`config.mk`:
```
export PLATFORM = sky130hd
export DESIGN_NAME = trig_bank
export DESIGN_NICKNAME = d
export VERILOG_FILES = /design/src/rtl/trig_bank_pkg.sv /design/src/rtl/trig_slot.sv /design/src/rtl/trig_legalize.sv /design/src/rtl/trig_hit_pick.sv /design/src/rtl/trig_bank.sv
export SDC_FILE = /design/constraint.sdc
export NUM_CORES = 1
export LEC_CHECK = 0
export CORE_MARGIN = 4
export CORE_UTILIZATION = 40
export CTS_CLUSTER_DIAMETER = 80
export CTS_CLUSTER_SIZE = 20
export DETAILED_ROUTE_END_ITERATION = 12
export GPL_ROUTABILITY_DRIVEN = 1
export PLACE_DENSITY = 0.59
export REMOVE_ABC_BUFFERS = 1
export SLEW_MARGIN = 20
export SYNTH_ARGS = -nofsm -noshare
export SYNTH_HDL_FRONTEND = slang
export SYNTH_SLANG_ARGS = --single-unit
```
`constraint.sdc`:
```
create_clock -name clk_i -period 6.65 [get_ports clk_i]
set_input_delay 1.33 -clock clk_i [delete_from_list [all_inputs] [get_ports clk_i]]
set_output_delay 1.33 -clock clk_i [all_outputs]
set_load 0.05 [all_outputs]
```
`src/rtl/trig_bank_pkg.sv`:
```
package trig_bank_pkg;

   typedef enum logic [1:0] {
      KIND_OFF   = 2'd0,
      KIND_MATCH = 2'd1,
      KIND_IRQ   = 2'd2,
      KIND_EXC   = 2'd3
   } trig_kind_e;

   localparam int          ACT_W     = 4;
   localparam int          CHAIN_BIT = 11;
   localparam int          ACT_M_LSB = 12;
   localparam int          ACT_T_LSB = 0;
   localparam logic [3:0]  TY_MATCH  = 4'd2;
   localparam logic [3:0]  TY_IRQ    = 4'd4;
   localparam logic [3:0]  TY_EXC    = 4'd5;
   localparam logic [3:0]  TY_MATCH6 = 4'd6;
   localparam logic [3:0]  TY_NONE   = 4'd15;

   function automatic trig_kind_e kind_of(input logic [3:0] ty);
      case (ty)
         TY_MATCH: kind_of = KIND_MATCH;
         TY_IRQ:   kind_of = KIND_IRQ;
         TY_EXC:   kind_of = KIND_EXC;
         default:  kind_of = KIND_OFF;
      endcase
   endfunction

endpackage

```
`src/rtl/trig_slot.sv`:
```
module trig_slot
   import trig_bank_pkg::*;
#(
   parameter int XLEN = 32
) (
   input  logic             clk_i,
   input  logic             rst_ni,
   input  logic             t1_we_i,
   input  logic             t2_we_i,
   input  trig_kind_e       kind_i,
   input  logic [XLEN-1:0]  wdata_i,
   output logic [XLEN-1:0]  t1_o,
   output logic [XLEN-1:0]  t2_o,
   output logic             dmode_o,
   output logic             chain_o,
   output logic             off_o,
   output logic [ACT_W-1:0] act_o
);
   localparam int DM_BIT = XLEN - 5;

   trig_kind_e      kind_q;
   logic [XLEN-1:0] t1_q;
   logic [XLEN-1:0] t2_q;

   always_ff @(posedge clk_i or negedge rst_ni) begin
      if (!rst_ni) begin
         kind_q <= KIND_OFF;
         t1_q   <= '0;
         t2_q   <= '0;
      end else begin
         if (t1_we_i) begin
            kind_q <= kind_i;
            t1_q   <= (kind_i == KIND_OFF) ? '0 : wdata_i;
         end
         if (t2_we_i) t2_q <= wdata_i;
      end
   end

   always_comb begin
      t1_o    = (kind_q == KIND_OFF) ? {TY_NONE, {(XLEN-4){1'b0}}} : t1_q;
      t2_o    = t2_q;
      off_o   = (kind_q == KIND_OFF);
      dmode_o = (kind_q != KIND_OFF) & t1_q[DM_BIT];
      chain_o = (kind_q == KIND_MATCH) & t1_q[CHAIN_BIT];
      case (kind_q)
         KIND_MATCH:        act_o = t1_q[ACT_M_LSB +: ACT_W];
         KIND_IRQ, KIND_EXC: act_o = t1_q[ACT_T_LSB +: ACT_W];
         default:           act_o = '0;
      endcase
   end

   // a fresh slot is disabled with an empty data word
   p_reset_off_r1: assert property (@(posedge clk_i) disable iff (!rst_ni)
      $rose(rst_ni) |-> (off_o && t2_o == '0));

   // a control-word-only write does not disturb the data word
   p_t2_kept_r7: assert property (@(posedge clk_i) disable iff (!rst_ni)
      (t1_we_i && !t2_we_i) |=> $stable(t2_o));

endmodule

```
`src/rtl/trig_legalize.sv`:
```
module trig_legalize
   import trig_bank_pkg::*;
#(
   parameter int XLEN = 32
) (
   input  logic            dbg_i,
   input  logic [XLEN-1:0] wdata_i,
   input  logic            cur_dmode_i,
   input  logic            prev_dmode_i,
   input  logic            prev_chain_i,
   input  logic            next_dmode_i,
   output logic            locked_o,
   output logic            drop_o,
   output logic [XLEN-1:0] legal_o,
   output trig_kind_e      kind_o
);
   localparam int DM_BIT = XLEN - 5;

   logic [3:0] ty;

   always_comb begin
      ty       = wdata_i[XLEN-1 -: 4];
      locked_o = cur_dmode_i & ~dbg_i;
      drop_o   = ~prev_dmode_i & prev_chain_i & wdata_i[DM_BIT];
      legal_o  = wdata_i;
      if (next_dmode_i && !wdata_i[DM_BIT] && (ty == TY_MATCH || ty == TY_MATCH6))
         legal_o[CHAIN_BIT] = 1'b0;
      if (!dbg_i)
         legal_o[DM_BIT] = 1'b0;
      kind_o   = kind_of(ty);
   end

endmodule

```
`src/rtl/trig_hit_pick.sv`:
```
module trig_hit_pick
   import trig_bank_pkg::*;
#(
   parameter int N_SLOTS = 4,
   parameter int SEL_W   = 2
) (
   input  logic                     clk_i,
   input  logic                     rst_ni,
   input  logic                     dbg_i,
   input  logic [N_SLOTS-1:0]       hit_i,
   input  logic [N_SLOTS*ACT_W-1:0] act_i,
   output logic                     valid_o,
   output logic [SEL_W-1:0]         slot_o,
   output logic [ACT_W-1:0]         act_o
);
   always_comb begin
      slot_o = '0;
      act_o  = '0;
      for (int i = N_SLOTS - 1; i >= 0; i--) begin
         if (hit_i[i]) begin
            slot_o = SEL_W'(i);
            act_o  = act_i[i*ACT_W +: ACT_W];
         end
      end
      valid_o = ~dbg_i & (|hit_i);
   end

   // never a hit in debug mode
   p_no_hit_dbg_r8: assert property (@(posedge clk_i) disable iff (!rst_ni)
      dbg_i |-> !valid_o);

   // the reported slot really is hitting
   p_winner_hits_r8: assert property (@(posedge clk_i) disable iff (!rst_ni)
      valid_o |-> hit_i[slot_o]);

endmodule

```
`src/rtl/trig_bank.sv`:
```
module trig_bank
   import trig_bank_pkg::*;
#(
   parameter int N_SLOTS = 4,
   parameter int XLEN    = 32,
   parameter int IDX_W   = 3
) (
   input  logic               clk_i,
   input  logic               rst_ni,
   input  logic               dbg_mode_i,
   input  logic [IDX_W-1:0]   idx_i,
   input  logic               t1_rd_i,
   input  logic               t2_rd_i,
   input  logic               t1_wr_i,
   input  logic               t2_wr_i,
   input  logic [XLEN-1:0]    wdata_i,
   output logic [XLEN-1:0]    rdata_o,
   output logic               wr_ok_o,
   input  logic [N_SLOTS-1:0] trap_hit_i,
   output logic               hit_valid_o,
   output logic [IDX_W-1:0]   hit_slot_o,
   output logic [3:0]         hit_act_o
);
   localparam int             SEL_W = (N_SLOTS > 1) ? $clog2(N_SLOTS) : 1;
   localparam int             DM_BIT = XLEN - 5;
   localparam logic [IDX_W:0] N_LIM = (IDX_W+1)'(N_SLOTS);

   if (N_SLOTS < 1) begin : g_bad_n
      $error("trig_bank: N_SLOTS must be at least 1");
   end
   if (XLEN != 32 && XLEN != 64) begin : g_bad_xlen
      $error("trig_bank: XLEN must be 32 or 64");
   end
   if (IDX_W < SEL_W) begin : g_bad_idx
      $error("trig_bank: IDX_W too narrow for N_SLOTS");
   end

   logic [N_SLOTS-1:0]       dmode_v, chain_v, off_v, t1_we_v, t2_we_v;
   logic [XLEN-1:0]          t1_v [N_SLOTS];
   logic [XLEN-1:0]          t2_v [N_SLOTS];
   logic [N_SLOTS*ACT_W-1:0] act_v;

   logic             in_range;
   logic [SEL_W-1:0] sel;
   logic             cur_dm, prev_dm, prev_ch, next_dm;
   logic             locked, drop;
   logic [XLEN-1:0]  legal;
   trig_kind_e       new_kind;
   logic             do_t1, do_t2;

   always_comb begin
      in_range = ({1'b0, idx_i} < N_LIM);
      sel      = in_range ? idx_i[SEL_W-1:0] : '0;
      cur_dm   = in_range & dmode_v[sel];
      prev_dm  = 1'b0;
      prev_ch  = 1'b0;
      next_dm  = 1'b0;
      if (sel != '0) begin
         prev_dm = dmode_v[sel - 1'b1];
         prev_ch = chain_v[sel - 1'b1];
      end
      if (int'(sel) + 1 < N_SLOTS)
         next_dm = dmode_v[sel + 1'b1];
   end

   trig_legalize #(.XLEN(XLEN)) i_legal (
      .dbg_i        (dbg_mode_i),
      .wdata_i      (wdata_i),
      .cur_dmode_i  (cur_dm),
      .prev_dmode_i (prev_dm),
      .prev_chain_i (prev_ch),
      .next_dmode_i (next_dm),
      .locked_o     (locked),
      .drop_o       (drop),
      .legal_o      (legal),
      .kind_o       (new_kind)
   );

   always_comb begin
      do_t1   = t1_wr_i & in_range & ~locked & ~drop;
      do_t2   = t2_wr_i & ~t1_wr_i & in_range & ~locked;
      wr_ok_o = (t1_wr_i | t2_wr_i) & in_range & ~locked;
      rdata_o = '0;
      if (in_range) begin
         if (t1_rd_i)      rdata_o = t1_v[sel];
         else if (t2_rd_i) rdata_o = t2_v[sel];
      end
   end

   for (genvar g = 0; g < N_SLOTS; g++) begin : g_slot
      assign t1_we_v[g] = do_t1 & (sel == SEL_W'(g));
      assign t2_we_v[g] = do_t2 & (sel == SEL_W'(g));

      trig_slot #(.XLEN(XLEN)) i_slot (
         .clk_i   (clk_i),
         .rst_ni  (rst_ni),
         .t1_we_i (t1_we_v[g]),
         .t2_we_i (t2_we_v[g]),
         .kind_i  (new_kind),
         .wdata_i (t1_we_v[g] ? legal : wdata_i),
         .t1_o    (t1_v[g]),
         .t2_o    (t2_v[g]),
         .dmode_o (dmode_v[g]),
         .chain_o (chain_v[g]),
         .off_o   (off_v[g]),
         .act_o   (act_v[g*ACT_W +: ACT_W])
      );
   end

   logic [SEL_W-1:0] win;

   trig_hit_pick #(.N_SLOTS(N_SLOTS), .SEL_W(SEL_W)) i_pick (
      .clk_i   (clk_i),
      .rst_ni  (rst_ni),
      .dbg_i   (dbg_mode_i),
      .hit_i   (trap_hit_i & ~off_v),
      .act_i   (act_v),
      .valid_o (hit_valid_o),
      .slot_o  (win),
      .act_o   (hit_act_o)
   );

   assign hit_slot_o = IDX_W'(win);

   // a locked slot is never written outside debug mode
   p_locked_refused_r2: assert property (@(posedge clk_i) disable iff (!rst_ni)
      (cur_dm && !dbg_mode_i && (t1_wr_i || t2_wr_i)) |-> (!wr_ok_o && t1_we_v == '0 && t2_we_v == '0));

   // a discarded owner write is reported accepted but stores nothing
   p_drop_silent_r3: assert property (@(posedge clk_i) disable iff (!rst_ni)
      (t1_wr_i && drop && !locked && in_range) |-> (wr_ok_o && t1_we_v == '0));

   // nothing outside debug mode stores an owner bit
   p_no_dm_store_r5: assert property (@(posedge clk_i) disable iff (!rst_ni)
      (t1_we_v != '0 && !dbg_mode_i) |=> $stable(dmode_v));

   // out-of-range index is inert
   p_bad_idx_r10: assert property (@(posedge clk_i) disable iff (!rst_ni)
      !in_range |-> (!wr_ok_o && rdata_o == '0 && t1_we_v == '0 && t2_we_v == '0));

   // control word wins when both strobes are raised
   p_both_t1_r11: assert property (@(posedge clk_i) disable iff (!rst_ni)
      (t1_wr_i && t2_wr_i) |-> (t2_we_v == '0));

   // a hit is reported on the lowest enabled slot only
   p_hit_enabled_r8: assert property (@(posedge clk_i) disable iff (!rst_ni)
      hit_valid_o |-> (!off_v[win] && trap_hit_i[win]));

   initial begin
      assert (DM_BIT > ACT_M_LSB + ACT_W - 1);
   end

endmodule

```
# Word level (Yosys, flattened, before mapping)
# Index checks and enable logic that the tools add are counted.
# op_classes
n_bitwise,38
n_shift,0
n_reduce_logical,20
order_cmp,6
n_addsub,3
mux,48
n_eq_ne,19
n_div,0
mul,0
# op_table
operator,count
2-to-1 mux 32 bit,15
binary-select mux 32 bit (select 2 bit),2
2-to-1 mux 28 bit,4
one-hot mux 4 bit (2 select lines),4
AND 1 bit,29
"== test 2 bit, second input constant",10
2-to-1 mux 4 bit,4
"== test 4 x 3 -> 1 bit, second input constant",3
zero test 2 bit,6
"== test 2 x 1 -> 1 bit, second input constant",5
2-to-1 mux 2 bit,5
nonzero test 2 bit,5
"< comparator 2 x 3 -> 1 bit, second input constant",3
2-to-1 mux 1 bit,9
binary-select mux 1 bit (select 2 bit),4
OR reduction 2 bit,4
"< comparator 3 bit, second input constant",2
one-hot mux 2 bit (3 select lines),1
inverter 1 bit,5
AND 4 bit,1
"== test 4 x 2 -> 1 bit, second input constant",1
inverter 4 bit,1
OR reduction 4 bit,1
"adder 2 x 1 -> 3 bit, second input constant",1
8 further kinds,9
# word_totals
romBits,0
register_bits,264
ram_bits,0
memories,0
latchBits,0
input_bits,46

# Depth between registers and ports, before layout
# depth
depth_word,14
mapped_depth,9
mapped_depth_nobuf,5

# By module
# From an unflattened synthesis, not the netlist that was laid out.
# unflattened
hier_cells,1573
hier_area_um2,16319.4
# modules_own_cells
module,n_inst,cells_per_inst,seq_area_each_um2,area_per_inst_um2
trig_slot,4,255,1651.6,2964.1
trig_bank,1,491,0.0,4032.6
trig_legalize,1,40,0.0,294.0
trig_hit_pick,1,22,0.0,136.4

# Least setup slack after synthesis
# No wires, ideal clock.
# synth_path
path_kind,input -> output
start,in idx_i[2]
end,out rdata_o[15]
slack_ns,1.896
path_stages,8
arrival_time_ns,3.424
cell_sequence,buf_2 -> o21ba_2 -> clkbuf_1 -> buf_1 -> a21oi_1 -> nor4_1 -> a21oi_1 -> nor2_1
# synth_between
elab_chain_cells,9
word_cells_on_any_way,12
classes_between,order compare (1); mux (10); bitwise (1)
# synth_lines
element,line_no,source
start: declaration,trig_bank.sv:11,"input logic [IDX_W-1:0] idx_i,"
< comparator 3 bit (*),trig_bank.sv:52,"in_range = ({1'b0, idx_i} < N_LIM);"
2-to-1 mux 2 bit,trig_bank.sv:53,sel = in_range ? idx_i[SEL_W-1:0] : '0;
inverter 2 -> 3 bit (not written as such),"trig_bank.sv:85, trig_bank.sv:86",
binary-select mux 32 bit (select 2 bit),trig_bank.sv:86,else if (t2_rd_i) rdata_o = t2_v[sel];
2-to-1 mux 32 bit (not written as such) (2 in a row),trig_bank.sv:86,
2-to-1 mux 32 bit,trig_bank.sv:86,
2-to-1 mux 32 bit,trig_bank.sv:85,if (t1_rd_i) rdata_o = t1_v[sel];
2-to-1 mux 32 bit (*),trig_bank.sv:84,if (in_range) begin
end: declaration,trig_bank.sv:17,"output logic [XLEN-1:0] rdata_o,"
# Every way passes the cells marked *; elsewhere a longest branch is shown, timed or not. The select of a mux whose other input is x is not followed.

# Final worst setup path
# layout_path
start,in idx_i[2]
end,out rdata_o[26]
# Same word-level chain as after synthesis.

==> results by stage <==
Run status:
- The flow ran to the end, and the final reports show no timing, DRC or antenna violations.

Timing:
- For this run, the top clock speed supported by timing is 180 MHz.
- The total of endpoints with negative setup slack in the final report is 0.
- The number of max-slew violations in the final report is 0.
- The worst clock skew is 13.7 ps.
- Subtracting the final worst setup slack from the clock period gives 5540 ps.
- Setup repair after global routing left no endpoint under its margin.
- At the pin with the least slew margin, the transition time is 1000 ps.
- The worst slew margin relative to its limit is 0.331.
- The final clock period utilization by the worst path is 0.833.
- After routing, the total negative slack on setup checks comes to 0 ps.
- The hold violation count in the final report was 0.

Drt:
- The number of remaining DRC errors is 0.
- The average via count per standard cell is 5.94.
- In this run the top signal layer used is met4.
- After detailed routing, the met2 layer carries 16,600 um of wire.
- The detailed router's first-iteration violation count is 693.
- Detailed routing inserted a total of 9,060 vias.
- The routed wire length is 36,500 um.
- The met3 layer wire length in the routed design is 1920 um.
- The pre-antenna-repair detailed-routing pass consisted of 5 iterations.
- Dividing the detail-routed wire length by the instance count gives 23.9 um.
- In this run the remaining antenna-violating nets after routing total 0.
- The post-route met1 wirelength is 17,400 um.

Placed design:
- The port buffer count is 85.
- The final weighted congestion in routability-driven placement is 0.844.
- Summed over all nets, the half-perimeter wirelength after detailed placement is 22,600 um.
- The area of placed instances is 0.0140 mm2.
- The cell total after placement is 1,501.

Floorplan:
- The chip width is 187 um.
- The total area inside the core boundary comes to 0.0316 mm2.
- The die is 187 um tall.
- The count of pins on the block boundary is 87.
- The row count is 65.
- The die area is 0.0351 mm2.
- The initial utilization of the core area, before any placement, comes to 0.407.

Clocking:
- The number of buffers added to fix hold violations after cts is 0.
- After clock tree synthesis, the clock-pin slew on the worst setup and hold paths is 80 ps.
- In this run, post-CTS repair resized a total of 0 instances.
- The root cell of the clock tree is sky130_fd_sc_hd__clkbuf_16.
- The clock passes through at most 3 buffers.
- In this run, CTS created clock tree buffers numbering 18.
- The later pin in the worst-skew pair is clocked with a latency of 500 ps.
- Buffers added to address setup during post-CTS repair amount to 0.
- The TritonCTS clock tree is yes.
- CTS built an H-tree with a depth of 1.
- The sink count of the clock tree is 264.

Critical path:
- The endpoint identified for the worst register-to-register timing path is g_slot[1].i_slot.t1_q[24]$_DFFE_PN0N_.
- STA classifies the critical path endpoint as an output port.
- The family with the most delay on the worst path is buffers and inverters.
- The largest stage delay on the critical path is 840 ps.
- The required arrival time at the worst endpoint is 5320 ps.
- Setup slack on the worst reg-to-reg path comes out at 3410 ps.
- The largest fanout on the critical path is 28.
- Walking the worst path, the cells encountered are buf_2 > or3b_2 > a21oi_1 > nor4_1 > a22oi_1 > nor2_1 > clkdlybuf4s50_1.
- The count of buffering cells on the critical path with inverters included is 2.
- The worst setup path is of the primary input to output port kind.
- The kind of launch point of the worst setup path is a primary input.
- For the worst setup path, the data arrival time is 4210 ps.
- The critical register-to-register path startpoint is g_slot[3].i_slot.kind_q[1]$_DFFE_PN0N_.
- The cell depth of the worst flop-to-flop path is 6.
- The slowest stage of the critical path is the sky130_fd_sc_hd__clkdlybuf4s50_1 cell.

Pwr:
- The internal power of the cells totals 2.71 mW.
- VDD sags by at most 0.137 mV.
- The share of total power dissipated in combinational logic is 0.189.
- The analysis attributes to cell leakage a power of 6.67 nW.
- The clock network fraction of design power is 0.300.
- The total power divided by cell area is 263 mW/mm2.
- The proportion of total power due to net switching is 0.291.
- The share of total power in sequential cells is 0.511.
- The analysis attributes to net switching a power of 1.12 mW.
- Overall power consumption after layout is estimated at 3.83 mW.

Global route:
- The maximum number of pins on one net before global-route repair is 147.
- The number of antenna violations at the first check in global routing is 0.
- For this run, the total global-route usage over all layers was measured as 0.204.
- The number of global-route vias before repair came to 9,368.
- The first global-routing pass estimated 57,200 um of wire.
- After global routing the overflow that remains totals 0.

Synthesis:
- In this run, synthesis produced a sequential element count of 264.
- The simple-gate share of the synthesized area is 0.0834.
- The fraction of registers with async set/reset is 1.00.
- After synthesis, the mean cell area works out to 12.0 um2.
- The share of the synthesized netlist area taken by xor and xnor gates is 0.
- In this run the cell area of the synthesized design comes to 0.0129 mm2.
- Of the synthesized area, sequential elements account for 0.513.
- The post-synthesis instance total is 1,071.
- The number of enable flip-flop cells after synthesis is 0.
- During synthesis, Yosys emitted a total of 0 warnings.
- The compound-gate portion of the synthesized area is 0.126.
- Of the total synthesized cell area, the portion taken by full adders, half adders and majority gates is 0.
- The number of different library cells used by synthesis comes to 63.
- The dominant synthesized flop cell is sky130_fd_sc_hd__dfrtp_1.
- After synthesis, the largest family of logic cells by area is multiplexers.
- The portion of synthesized area spent on multiplexers is 0.244.

Layout:
- Once layout is complete, the cells apart from fillers number 1,526.
- The number of antenna diodes in the final layout is 0.
- In the final layout, the share of cells above drive strength 1 is 0.234.
- The leading cell type in the layout, fill and taps excluded is sky130_fd_sc_hd__dfrtp_1.
- Relative to the synthesized area, the layout overhead comes to 13.1%.
- The final net count is 1,165.
- The area of all placed cells without fillers is 0.0146 mm2.
- The top cell types in the final layout, fill and taps aside, are 264 x sky130_fd_sc_hd__dfrtp_1, 161 x sky130_fd_sc_hd__mux2_2, 142 x sky130_fd_sc_hd__a21oi_1.

Run:
- The count of max-cap constraint violations is 0.

Hold path:
- The path with the worst hold slack has its endpoint at g_slot[2].i_slot.t2_o[12]$_DFFE_PN0P_.
- The class of the tightest hold or removal check is flop to flop.
- The worst hold path cell count is 1.
- The startpoint of the lowest-slack hold path is g_slot[2].i_slot.t2_o[12]$_DFFE_PN0P_.
==> per-stage QoR <==
stage / hold WS, ps / setup WS, ps / utilization
final: 490 / 1110 / 0.460
after floorplan: 443 / 1820 / -
after global routing: 505 / 1010 / 0.460
after detailed placement: 474 / 1140 / 0.443
after global placement: 466 / 1120 / 0.443
after CTS: 490 / 1120 / 0.460
==> how the worst max path moves through the flow <==
stage | startpoint | to | slack, ps | cells after the start
final | idx_i[2] | rdata_o[26] | 1110 | 7
after global routing | idx_i[2] | rdata_o[26] | 1010 | 7
after CTS | idx_i[2] | rdata_o[26] | 1120 | 7
after detailed placement | idx_i[2] | rdata_o[26] | 1140 | 7
after global placement | idx_i[2] | rdata_o[26] | 1120 | 7
after floorplan | t2_rd_i | rdata_o[12] | 1820 | 5
==> flip-flops by register name, summed over array words and instances (netlist names) <==
signal,count
g_slot.i_slot.kind_q,8
g_slot.i_slot.t1_q,128
g_slot.i_slot.t2_o,128
==> area by class of cell <==
| cell class | count | area (um2) |
|---|---|---|
| well taps | 402 | 503 |
| repair buffers | 114 | 1030 |
| fillers | 2947 | 17100 |
| flip-flops and latches | 264 | 6610 |
| multi-input cells | 716 | 5840 |
| clock inverters | 5 | 67.6 |
| clock buffers | 20 | 489 |
| inverters | 5 | 18.8 |
==> power by group through the flow <==
stage          clock network (mW)  logic (mW)  registers [mW]
2_1_floorplan                   0       0.466            1.95
3_3_place_gp                    0       0.715            1.98
3_5_place_dp                    0       0.728            1.99
4_1_cts                      1.19       0.730            1.96
5_1_grt                      1.24       0.787            1.99
6_report                     1.15       0.724            1.96
==> routing by layer <==
metal	GRT usage	vias to the layer above
met5	0	-
met3	0.0317	37
met2	0.318	262
li1	-	4061
met4	0.0429	0
met1	0.304	4700
==> synth_stat cells, drive strengths merged, types with 3 or more instances <==
master  number  area share
dfrtp      264        0.51
mux2       258        0.23
a21oi      143       0.056
clkbuf      47       0.014
nor2        45       0.013
buf         39       0.018
a22oi       35       0.020
and2        31       0.015
nor4        28       0.018
nand2       22      0.0064
mux2i       21       0.016
a22o        18       0.013
o221ai      18       0.012
nand3       10      0.0047
o21ai        9      0.0035
nor3         8      0.0040
o22ai        8      0.0039
o211ai       6      0.0035
inv          5      0.0015
nand2b       5      0.0024
nor2b        5      0.0024
or2          4      0.0019
a221o        3      0.0023
nand3b       3      0.0017
nand4        3      0.0019
nand4b       3      0.0032
nor3b        3      0.0025
or3b         3      0.0020
==> cells by family (layout without fill, tap and decap cells) <==
| group | Yosys count | in the layout |
|---|---|---|
| buffers and inverters | 91 | 144 |
| other | 1 | 1 |
| DFF | 264 | 264 |
| and+or+nand+nor | 179 | 179 |
| AOI/OAI and AO/OA | 256 | 256 |
| muxes | 280 | 280 |
(Power assumes the default switching activity.)
